$ cat src/rtl/apbm_pkg.sv
package apbm_pkg;

  // Bus sequencing phases; idle is the reset value
  typedef enum logic [1:0] {
    ST_IDLE   = 2'd0,
    ST_SETUP  = 2'd1,
    ST_ACCESS = 2'd2
  } apbm_state_e;

endpackage

$ cat src/rtl/apbm_seq.sv
module apbm_seq
  import apbm_pkg::*;
(
  input  logic clk,
  input  logic rst_n,
  input  logic cmd_valid,
  input  logic pready,
  output logic cmd_ready,
  output logic take,
  output logic finish,
  output logic psel,
  output logic penable
);

  apbm_state_e state_q;
  apbm_state_e state_d;

  // next-state process
  always_comb begin
    finish    = (state_q == ST_ACCESS) && pready;
    cmd_ready = (state_q == ST_IDLE) || finish;
    take      = cmd_valid && cmd_ready;
    state_d   = state_q;
    unique case (state_q)
      ST_IDLE:   if (take) state_d = ST_SETUP;
      ST_SETUP:  state_d = ST_ACCESS;
      ST_ACCESS: if (finish) state_d = take ? ST_SETUP : ST_IDLE;
      default:   state_d = ST_IDLE;
    endcase
  end

  // state register
  always_ff @(posedge clk or negedge rst_n) begin
    if (!rst_n) state_q <= ST_IDLE;
    else        state_q <= state_d;
  end

  assign psel    = (state_q != ST_IDLE);
  assign penable = (state_q == ST_ACCESS);


  setup_once_chk: assert property (@(posedge clk) disable iff (!rst_n)
    (state_q == ST_SETUP) |=> (state_q == ST_ACCESS))
    else $error("setup phase did not advance to access");


  wait_stay_chk: assert property (@(posedge clk) disable iff (!rst_n)
    (state_q == ST_ACCESS && !pready) |=> (state_q == ST_ACCESS))
    else $error("access phase left without ready");

endmodule

$ cat src/rtl/apbm_hold.sv
module apbm_hold #(
  parameter int ADDR_W = 32,
  parameter int DATA_W = 32
) (
  input  logic              clk,
  input  logic              rst_n,
  input  logic              take,
  input  logic [ADDR_W-1:0] cmd_addr,
  input  logic              cmd_write,
  input  logic [DATA_W-1:0] cmd_wdata,
  input  logic              penable,
  input  logic              pready,
  output logic [ADDR_W-1:0] paddr,
  output logic              pwrite,
  output logic [DATA_W-1:0] pwdata
);

  logic [ADDR_W-1:0] addr_q, addr_d;
  logic              wr_q, wr_d;
  logic [DATA_W-1:0] wdat_q, wdat_d;

  // load enable: only when a command is taken
  always_comb begin
    addr_d = addr_q;
    wr_d   = wr_q;
    wdat_d = wdat_q;
    if (take) begin
      addr_d = cmd_addr;
      wr_d   = cmd_write;
      wdat_d = cmd_wdata;
    end
  end

  always_ff @(posedge clk or negedge rst_n) begin
    if (!rst_n) begin
      addr_q <= '0;
      wr_q   <= 1'b0;
      wdat_q <= '0;
    end else begin
      addr_q <= addr_d;
      wr_q   <= wr_d;
      wdat_q <= wdat_d;
    end
  end

  assign paddr  = addr_q;
  assign pwrite = wr_q;
  assign pwdata = wdat_q;


  bus_stable_chk: assert property (@(posedge clk) disable iff (!rst_n)
    (penable && !pready) |=> ($stable(paddr) && $stable(pwrite) && $stable(pwdata)))
    else $error("bus fields moved during a wait state");

endmodule

$ cat src/rtl/apbm_resp.sv
module apbm_resp #(
  parameter int DATA_W = 32
) (
  input  logic              clk,
  input  logic              rst_n,
  input  logic              finish,
  input  logic              was_write,
  input  logic [DATA_W-1:0] prdata,
  input  logic              pslverr,
  output logic              rsp_done,
  output logic [DATA_W-1:0] rsp_rdata,
  output logic              rsp_err
);

  logic              done_q, done_d;
  logic [DATA_W-1:0] rdat_q, rdat_d;
  logic              err_q, err_d;

  always_comb begin
    done_d = finish;
    rdat_d = rdat_q;
    err_d  = err_q;
    if (finish) begin
      err_d = pslverr;
      if (!was_write) rdat_d = prdata;
    end
  end

  always_ff @(posedge clk or negedge rst_n) begin
    if (!rst_n) begin
      done_q <= 1'b0;
      rdat_q <= '0;
      err_q  <= 1'b0;
    end else begin
      done_q <= done_d;
      rdat_q <= rdat_d;
      err_q  <= err_d;
    end
  end

  assign rsp_done  = done_q;
  assign rsp_rdata = rdat_q;
  assign rsp_err   = err_q;


  done_follow_chk: assert property (@(posedge clk) disable iff (!rst_n)
    finish |=> rsp_done)
    else $error("completion without done pulse");


  done_cause_chk: assert property (@(posedge clk) disable iff (!rst_n)
    rsp_done |-> $past(finish))
    else $error("done pulse without completion");


  write_keep_chk: assert property (@(posedge clk) disable iff (!rst_n)
    (finish && was_write) |=> $stable(rsp_rdata))
    else $error("write completion touched read data");


  err_hold_chk: assert property (@(posedge clk) disable iff (!rst_n)
    !finish |=> $stable(rsp_err))
    else $error("error flag moved without completion");

endmodule

$ cat src/rtl/apb_xfer_master.sv
module apb_xfer_master #(
  parameter int ADDR_W = 32,
  parameter int DATA_W = 32
) (
  input  logic              clk,
  input  logic              rst_n,
  input  logic              cmd_valid,
  output logic              cmd_ready,
  input  logic [ADDR_W-1:0] cmd_addr,
  input  logic              cmd_write,
  input  logic [DATA_W-1:0] cmd_wdata,
  output logic              rsp_done,
  output logic [DATA_W-1:0] rsp_rdata,
  output logic              rsp_err,
  output logic              psel,
  output logic              penable,
  output logic [ADDR_W-1:0] paddr,
  output logic              pwrite,
  output logic [DATA_W-1:0] pwdata,
  input  logic              pready,
  input  logic [DATA_W-1:0] prdata,
  input  logic              pslverr
);

  logic take;
  logic finish;

  apbm_seq u_seq (
    .clk       (clk),
    .rst_n     (rst_n),
    .cmd_valid (cmd_valid),
    .pready    (pready),
    .cmd_ready (cmd_ready),
    .take      (take),
    .finish    (finish),
    .psel      (psel),
    .penable   (penable)
  );

  apbm_hold #(.ADDR_W(ADDR_W), .DATA_W(DATA_W)) u_hold (
    .clk       (clk),
    .rst_n     (rst_n),
    .take      (take),
    .cmd_addr  (cmd_addr),
    .cmd_write (cmd_write),
    .cmd_wdata (cmd_wdata),
    .penable   (penable),
    .pready    (pready),
    .paddr     (paddr),
    .pwrite    (pwrite),
    .pwdata    (pwdata)
  );

  apbm_resp #(.DATA_W(DATA_W)) u_resp (
    .clk       (clk),
    .rst_n     (rst_n),
    .finish    (finish),
    .was_write (pwrite),
    .prdata    (prdata),
    .pslverr   (pslverr),
    .rsp_done  (rsp_done),
    .rsp_rdata (rsp_rdata),
    .rsp_err   (rsp_err)
  );


  setup_entry_chk: assert property (@(posedge clk) disable iff (!rst_n)
    (cmd_valid && cmd_ready) |=> (psel && !penable && paddr == $past(cmd_addr)
                                  && pwrite == $past(cmd_write)))
    else $error("taken command did not open a setup phase");


  setup_to_access_chk: assert property (@(posedge clk) disable iff (!rst_n)
    (psel && !penable) |=> (psel && penable))
    else $error("setup not followed by access");


  busy_ready_chk: assert property (@(posedge clk) disable iff (!rst_n)
    (psel && !(penable && pready)) |-> !cmd_ready)
    else $error("command accepted mid-transfer");


  idle_after_chk: assert property (@(posedge clk) disable iff (!rst_n)
    (penable && pready && !cmd_valid) |=> (!psel && !penable))
    else $error("bus not idle after lone completion");

endmodule

$ cat config.mk
export PLATFORM = sky130hd
export DESIGN_NAME = apb_xfer_master
export DESIGN_NICKNAME = d
export VERILOG_FILES = /design/src/rtl/apbm_pkg.sv /design/src/rtl/apbm_seq.sv /design/src/rtl/apbm_hold.sv /design/src/rtl/apbm_resp.sv /design/src/rtl/apb_xfer_master.sv
export SDC_FILE = /design/constraint.sdc
export NUM_CORES = 1
export LEC_CHECK = 0
export BUFFER_PORTS_ARGS = -buffer_cell sky130_fd_sc_hd__buf_4
export CORE_UTILIZATION = 48
export DETAILED_ROUTE_END_ITERATION = 7
export PLACE_DENSITY = 0.92
export SLEW_MARGIN = 40
export SYNTH_ARGS = -nofsm -noshare
export SYNTH_HDL_FRONTEND = slang
export SYNTH_SLANG_ARGS = --single-unit
export TNS_END_PERCENT = 1
$ cat constraint.sdc
create_clock -name clk -period 3.8 [get_ports clk]
set_input_delay 0.19 -clock clk [delete_from_list [all_inputs] [get_ports clk]]
set_output_delay 0.19 -clock clk [all_outputs]
set_load 0.02 [all_outputs]
==> results of run 1 <==
[logic make-up after synthesis]
logic type / after synthesis / share of synthesized area
buffers and inverters: 12 / 0.02825
flip-flops: 101 / 0.6636
multiplexers: 99 / 0.2927
AND/OR/NAND/NOR: 7 / 0.01544
[stage by stage]
| step | area, µm² | utilization | power, W |
|---|---|---|---|
| finish | 5628 | 0.7321 | 0.004044 |
| detailed placement | 5393 | 0.7015 | 0.003397 |
| global route | 5628 | 0.7321 | 0.004234 |
| global placement | 5389 | 0.7010 | 0.003315 |
| floorplan | 3809 | - | 0.002557 |
| CTS | 5613 | 0.7301 | 0.004091 |
[power groups by stage]
stage	combinational, W	clock [W]	sequential (W)
floorplan	0.000428	0	0.00213
global placement	0.00166	0	0.00166
detailed placement	0.00171	0	0.00169
CTS	0.00171	0.000710	0.00167
global route	0.00178	0.000743	0.00171
finish	0.00170	0.000686	0.00166
[worst register-to-register path, delay by kind of cell, from the launching register on]
| family | cells | cell delay, ns |
|---|---|---|
| buffers and inverters | 1 | 0.25 |
| muxes | 1 | 0.37 |
| and+or+nand+nor | 2 | 0.62 |
| DFF | 1 | 0.46 |
[final timing paths]
path / from / endpoint / slack (ns) / depth (start not counted)
setup / recovery: u_seq.state_q[0] / u_resp.rsp_rdata[14] / 2.00 / 4
hold / removal: cmd_wdata[5] / u_hold.pwdata[5] / 0.06 / 2
setup reg to reg: u_seq.state_q[0] / u_resp.rsp_rdata[14] / 2.00 / 4
hold reg to reg: u_hold.pwdata[2] / u_hold.pwdata[2] / 0.49 / 1
max in group asynchronous: rst_n / u_hold.pwdata[16] / 2.53 / 3
min in group asynchronous: rst_n / u_hold.pwdata[8] / 0.42 / 2
[sequential cells by signal (all words and copies together) (netlist names)]
name              flops
u_hold.paddr         32
u_hold.pwrite         1
u_resp.rsp_err        1
u_resp.rsp_rdata     32
u_seq.state_q         2
u_hold.pwdata        32
u_resp.rsp_done       1
[cells in the mapped netlist]
cell / instances
dfrtp_1: 101
mux2_2: 58
mux2_1: 41
buf_6: 8
buf_2: 2
inv_1: 2
nor2_1: 2
nand3b_1: 1
nor2_4: 1
nor2b_4: 1
nor3b_2: 1
or2_2: 1
[area by class of cell]
type	instances	area [µm²]	area share
clock buffers	11	151.4	0.02690
well taps	102	127.6	0.02268
repair buffers	208	1575	0.2799
inverters	2	7.507	0.001334
flip-flops and latches	101	2527	0.4491
clock inverters	5	58.81	0.01045
multi-input cells	106	1180	0.2096
[layout by cell type, fill, tap and decap left out, types with 2 or more instances in the layout]
cell and count:
buf_4 205, clkbuf_8 11, clkinvlp_4 2, dfrtp_1 101
inv_1 2, mux2_1 41, mux2_2 58, nor2_1 2
[metal layers]
layer	share of wire	wire length, µm
met2	0.55	4720
met5	0	0
met1	0.36	3138
met4	0.018	155
met3	0.072	620
[repair_timing]
| item | CTS | global route |
|---|---|---|
| buffers inserted | 0 | 0 |
| endpoints found under the hold margin | 73 | 0 |
| hold buffers | 1 | 0 |
==> results by group, run 1 <==
Run status
  – Status: finished, final reports clean

Synth
  – Total of warnings raised by yosys: 0
  – Top post-synthesis cells by area: dfrtp_1 66%, mux2_2 17%, mux2_1 12%, buf_6 2.4%, nor2b_4 0.36%
  – Syn Inst Count: ~220
  – Fraction of synthesized cell area taken by the top area cell type: 0.6636
  – Synthesized area per cell: roughly 17 µm²
  – Proportion of synthesized chip area in sequential cells: 0.6636
  – Cell variety after synth: 12
  – Biggest area consumer among synthesized cells: dfrtp_1
  – Mapped Nets: 321
  – Summed instance area of the synthesized netlist: 3809 µm²
  – Number of storage elements in the synthesis netlist: between 100 and 150

Global routing
  – Antenna violations before repair: 0
  – Via count of the first global-routing pass: approximately 2800
  – GR Layer Usage met2: 0.3920
  – Peak-usage layer in the global routing report: met2
  – Wire length of the first global-routing pass: 13.55 mm
  – Global-route met1 utilization: 0.2315
  – Maximum number of pins on one net before global-route repair: 75
  – Tot GR Track Use: 0.2117
  – Routing usage on met3: 0.05276
  – Total overflow reported by the global router: 0

STA
  – Number of failing hold endpoints at the final stage: 0
  – Fin Hold WS: 0.05763 ns
  – Crit path time final: between 1.5 and 2 ns
  – Unrepaired setup endpoints after global routing: no
  – Fmax: 554.5 MHz
  – Max-Slew Margin vs Limit: 0.5642
  – Least-Margin Pin Slew: 0.6537 ns
  – Final worst setup slack: 1.997 ns
  – Total count of max-transition violations in the final report: 0
  – Post-Route Setup TNS: 0 ns
  – Final worst path period share: 0.4746
  – Setup violation total in the final timing report: 0
  – Clock Skews: a little under 0.01 ns

Detailed routing
  – Total via count in the routed design: ~2600
  – Routed Antenna Nets: 0
  – Via/cell ratio: 4.836
  – Count of routing violations after the opening detailed-route iteration: 69
  – Number of detailed-route iterations in the first pass: 5
  – Drt drc: 0
  – Post-detailed-routing wire length: 8.634 mm
  – Final routed wire length divided by cell count: ~16 µm

Power and ir drop
  – Cell-internal power: around 0.0026 W
  – Proportion of power drawn by the clock network: 0.170
  – Register share of total power: 0.411
  – Net switching fraction of the power: 0.3492
  – Leakage Power: roughly 2.7 nW
  – Net switching power: between 0.001 and 0.0015 W
  – VDD IR-drop max: approximately 0.38 mV
  – Power per cell area: 718.6 nW/µm²
  – Combinational group share of total power: 0.420

Clock network
  – CTS resizes: 0
  – Clk Latency, worst-skew pair: ~0.34 ns
  – Total clock buffers created by CTS: 9
  – TritonCTS clock tree: yes
  – Clock root buffer master: clkbuf_8
  – Clk pin slew, worst setup/hold paths: 0.09 ns
  – Max Root-Sink Buffers: 2
  – Clk sinks: 101
  – Level count of the clock H-tree: 3

Cells and area
  – Total inserted antenna cells: 0
  – Number of nets in the final layout: 530
  – Area grow syn2layout: 47.77%
  – Number of non-filler instances in the completed layout: between 500 and 600
  – Filler cell count in the final layout: approximately 520
  – Fraction of final layout cells sized beyond drive strength 1: 0.6582

Floorplan
  – Initial core utilization: 0.4954
  – Chip width: roughly 91 µm
  – Area of the die: 8295 µm²
  – Count of boundary I/O pins: between 200 and 250
  – Placeable core region: around 7700 µm²
  – Num rows: 32
  – Die Ht: 91.08 µm

Setup path
  – Critical path required time: 4.03 ns
  – Worst path bufs/invs: 1
  – Largest driver fanout on the critical path: 21
  – Slowest cell delay on critical path: 0.46 ns
  – Worst Path Arrival: between 2 and 2.5 ns
  – Cell with the biggest individual delay on the critical path: dfrtp_1
  – Top delay family on crit path: simple AND/OR/NAND/NOR gates
  – Cell breakdown of the critical path: nand3b_1 -> nor2_4 -> buf_8 -> mux2_2
  – Crit. End Element: flop
  – Type of element launching the critical path: flop
  – Setup Crit Path Kind: flop to flop

Job
  – Number of maximum-capacitance violations: 0

Place
  – Total placed cells including tap cells: 517
  – Placer Congestion: around 0.74
  – HPWL after detailed placement: approximately 6.5 mm
  – Setup slack at placement: between 1.5 and 2 ns
  – IO Port Bufs: a little over 200

Hold path
  – Class of the most critical hold timing path: input port to flop
No activity file was read; power rests on OpenSTA's default activity.
==> inputs of run 2 (changes only) <==
- ABC_AREA: not set -> 1
- CORE_UTILIZATION: 48 -> 41
- PLACE_DENSITY: 0.92 -> 0.83
- clock period: 3.8 -> 1.55 ns (I/O delays scaled with it)
==> results by group, run 2 <==
Synth
  – Total of warnings raised by yosys: 0 (unchanged)
  – Most used DFF post-synth: dfrtp_1 (unchanged)
  – Number of storage elements in the synthesis netlist: 101 (unchanged)
  – Synthesized area per cell: 9.092 µm² (was 17.39 µm²)
  – Proportion of synthesized chip area in sequential cells: 0.6275 (was 0.6636)
  – Biggest area consumer among synthesized cells: dfrtp_1 (unchanged)
  – Number of flops mapped to enable cells by yosys: 0 (unchanged)
  – Mapped Nets: 545 (was 321)
  – Summed instance area of the synthesized netlist: 4028 µm² (was 3809 µm²)
  – Commonest cells in the synthesized netlist: 201 x nand2_1, 101 x dfrtp_1, 66 x nand3_1, 32 x nand4_1, 17 x buf_2 (was 101 x dfrtp_1, 58 x mux2_2, 41 x mux2_1, 8 x buf_6)
  – Top post-synthesis cells by area: dfrtp_1 63%, nand2_1 19%, nand3_1 8.2%, nand4_1 5.0%, buf_2 2.1% (was dfrtp_1 66%, mux2_2 17%, mux2_1 12%, buf_6 2.4%, nor2b_4 0.36%)
  – Fraction of synthesized cell area taken by the top area cell type: 0.6275 (was 0.6636)
  – Cell variety after synth: 13 (was 12)
  – Async set-or-reset flop fraction in the synthesized netlist: 1.000 (unchanged)
  – Most common cell in the netlist: nand2_1 (was dfrtp_1)
  – Syn Inst Count: 443 (was 219)

Place
  – Placer Congestion: 0.7567 (was 0.7389)
  – Standard cell area after detailed placement: 5663 µm² (was 5393 µm²)
  – IO Port Bufs: 203 (unchanged)
  – HPWL after detailed placement: 7.788 mm (was 6.520 mm)
  – Setup slack at placement: 0.2866 ns (was 1.791 ns)

Clock network
  – Max Root-Sink Buffers: 2 (unchanged)
  – Clk sinks: 101 (unchanged)
  – Total clock buffers created by CTS: 9 (unchanged)
  – TritonCTS clock tree: yes (unchanged)
  – Clk Latency, worst-skew pair: 0.35 ns (was 0.34 ns)
  – Clk pin slew, worst setup/hold paths: 0.10 ns (was 0.09 ns)
  – Clock root buffer master: clkbuf_8 (unchanged)
  – Level count of the clock H-tree: 3 (unchanged)

STA
  – Setup violation total in the final timing report: 0 (unchanged)
  – Total count of max-transition violations in the final report: 0 (unchanged)
  – Fin Hold WS: 0.02042 ns (was 0.05763 ns)
  – Fmax: 686.8 MHz
  – Max-Slew Margin vs Limit: 0.6522 (was 0.5642)
  – Final worst setup slack: 0.09388 ns (was 1.997 ns)
  – Clock Skews: 0.01390 ns (was 0.009851 ns)
  – Number of failing hold endpoints at the final stage: 0 (unchanged)
  – Final worst path period share: 0.9394
  – Post-Route Setup TNS: 0 ns (unchanged)
  – Least-Margin Pin Slew: 0.5218 ns (was 0.6537 ns)
  – Crit path time final: 1.456 ns
  – Unrepaired setup endpoints after global routing: no (unchanged)

Setup path
  – Setup Crit Path Kind: flop to output pin (was flop to flop)
  – Cell depth of the worst setup path: 3 (was 4)
  – Endpoint of the worst-slack reg-to-reg timing path: u_hold.pwdata[29] (was u_resp.rsp_rdata[14])
  – Cell breakdown of the critical path: a21oi_4 -> buf_12 -> buf_4 (was nand3b_1 -> nor2_4 -> buf_8 -> mux2_2)
  – Worst Path Arrival: 1.38 ns (was 2.03 ns)
  – Slowest cell delay on critical path: 0.44 ns (was 0.46 ns)
  – Cell with the biggest individual delay on the critical path: dfrtp_1 (unchanged)
  – Worst path bufs/invs: 2 (was 1)
  – Launch point of the worst reg-to-reg path: u_seq.state_q[1] (was u_seq.state_q[0])
  – Type of element launching the critical path: flop (unchanged)
  – Largest driver fanout on the critical path: 25 (was 21)
  – Top delay family on crit path: flip-flops (was simple AND/OR/NAND/NOR gates)
  – Critical path required time: 1.47 ns (was 4.03 ns)
  – Crit. End Element: output pin (was flop)
  – Reg2Reg Setup Slack: 0.23 ns (was 2.00 ns)
  – Worst Reg-to-Reg Cells: 5 (was 4)

Global routing
  – Wire length of the first global-routing pass: 21.03 mm (was 13.55 mm)
  – Antenna violations before repair: 0 (unchanged)
  – Tot GR Track Use: 0.2664 (was 0.2117)
  – Maximum number of pins on one net before global-route repair: 102 (was 75)
  – Total overflow reported by the global router: 0 (unchanged)
  – Via count of the first global-routing pass: 4378 (was 2753)

Floorplan
  – Num rows: 35 (was 32)
  – Count of boundary I/O pins: 204 (unchanged)
  – Chip width: 101.1 µm (was 91.08 µm)
  – Area of the die: 10220 µm² (was 8295 µm²)
  – Initial core utilization: 0.4298 (was 0.4954)
  – Die Ht: 101.1 µm (was 91.08 µm)
  – Placeable core region: 9371 µm² (was 7687 µm²)

Cells and area
  – Commonest non-fill, non-tap cell in the layout: buf_4 (unchanged)
  – Total inserted antenna cells: 0 (unchanged)
  – Area grow syn2layout: 68.44% (was 47.77%)
  – Number of nets in the final layout: 829 (was 530)
  – Total non-filler cell area in the finished layout: 6784 µm² (was 5628 µm²)
  – Leading cell types in the layout, fill and taps excluded: 211 x buf_4, 200 x nand2_1, 101 x dfrtp_1 (was 205 x buf_4, 101 x dfrtp_1, 58 x mux2_2)
  – Fraction of final layout cells sized beyond drive strength 1: 0.3183 (was 0.6582)

Run status
  – Status: finished, final reports clean (unchanged)

Job
  – Number of maximum-capacitance violations: 0 (unchanged)

Power and ir drop
  – Leakage Power: 3.656 nW (was 2.722 nW)
  – VDD IR-drop max: 0.8334 mV (was 0.3764 mV)
  – Power per cell area: 1449 nW/µm² (was 718.6 nW/µm²)

Detailed routing
  – Number of detailed-route iterations in the first pass: 5 (unchanged)
  – Final routed wire length divided by cell count: 15.72 µm (was 16.14 µm)
  – Via/cell ratio: 5.075 (was 4.836)
  – Count of routing violations after the opening detailed-route iteration: 183 (was 69)
  – Total via count in the routed design: 4370 (was 2587)
  – Routed Antenna Nets: 0 (unchanged)
  – Post-detailed-routing wire length: 13.54 mm (was 8.634 mm)
  – Drt drc: 0 (unchanged)

Hold path
  – Hold path depth: 3 (was 2)
  – Class of the most critical hold timing path: input port to flop (unchanged)
  – Critical hold path startpoint: prdata[3] (was cmd_wdata[5])
  – End point of the worst hold path: u_resp.rsp_rdata[3] (was u_hold.pwdata[5])
## run 2: per-layer routing
layer | wire (µm) | GRT usage | share of wire
met1 | 5026 | 0.3060 | 0.37
met2 | 7101 | 0.4851 | 0.52
met3 | 985 | 0.04924 | 0.073
met4 | 425 | 0.1148 | 0.031
met5 | 0 | 0 | 0
## run 2: final cells by class
cell class              instances  area [µm²]
fillers                       631        2587
repair buffers                307        2575
flip-flops and latches        101        2527
multi-input cells             302        1320
well taps                     129       161.4
clock buffers                  12       145.1
clock inverters                 4       32.53
inverters                       6       22.52
## run 2: cell families (layout without fill, tap and decap cells)
group	Yosys count	after routing	synth area share
AO/OA/AOI/OAI	2	2	0.005281
buffers and inverters	40	329	0.04535
flip-flops	101	101	0.6275
AND/OR/NAND/NOR	300	300	0.3218
## run 2: how the worst max path moves through the flow
stage / slack (ns) / endpoint / from
2_1_floorplan: 0.31 / u_hold.pwdata[22] / u_seq.state_q[1]
3_3_place_gp: 0.36 / u_hold.pwdata[13] / u_seq.state_q[1]
3_5_place_dp: 0.29 / u_hold.paddr[4] / u_seq.state_q[0]
4_1_cts: 0.04 / cmd_ready / u_seq.state_q[1]
5_1_grt: 0.02 / cmd_ready / u_seq.state_q[1]
6_report: 0.09 / cmd_ready / u_seq.state_q[1]
## run 2: power breakdown
group	switching [W]	leakage, nW	internal [W]
Clock	0.000876	0.0832	0.000639
Sequential	0.000531	1.25	0.00348
Combinational	0.00248	2.32	0.00182
## run 2: timing repair
item                                    4_1_cts  5_1_grt
endpoints found under the hold margin       193        0
gates resized for setup                       1        2
hold buffers                                 93        0
buffers inserted                              0        0
endpoints found under the setup margin        1        1
## run 2: stage by stage
stage,instances,power (W),util
floorplan,443,0.006057,-
global placement,752,0.007943,0.6043
detailed placement,752,0.008075,0.6043
CTS,861,0.009801,0.7230
global route,861,0.01038,0.7239
finish,861,0.009830,0.7239
## run 2: worst register-to-register path: stages, from the launching register on
cell     delay [ns]
dfrtp_1        0.44
a21oi_4        0.24
nand2_2        0.08
buf_4          0.27
nand2_1        0.13
nand2_1        0.06
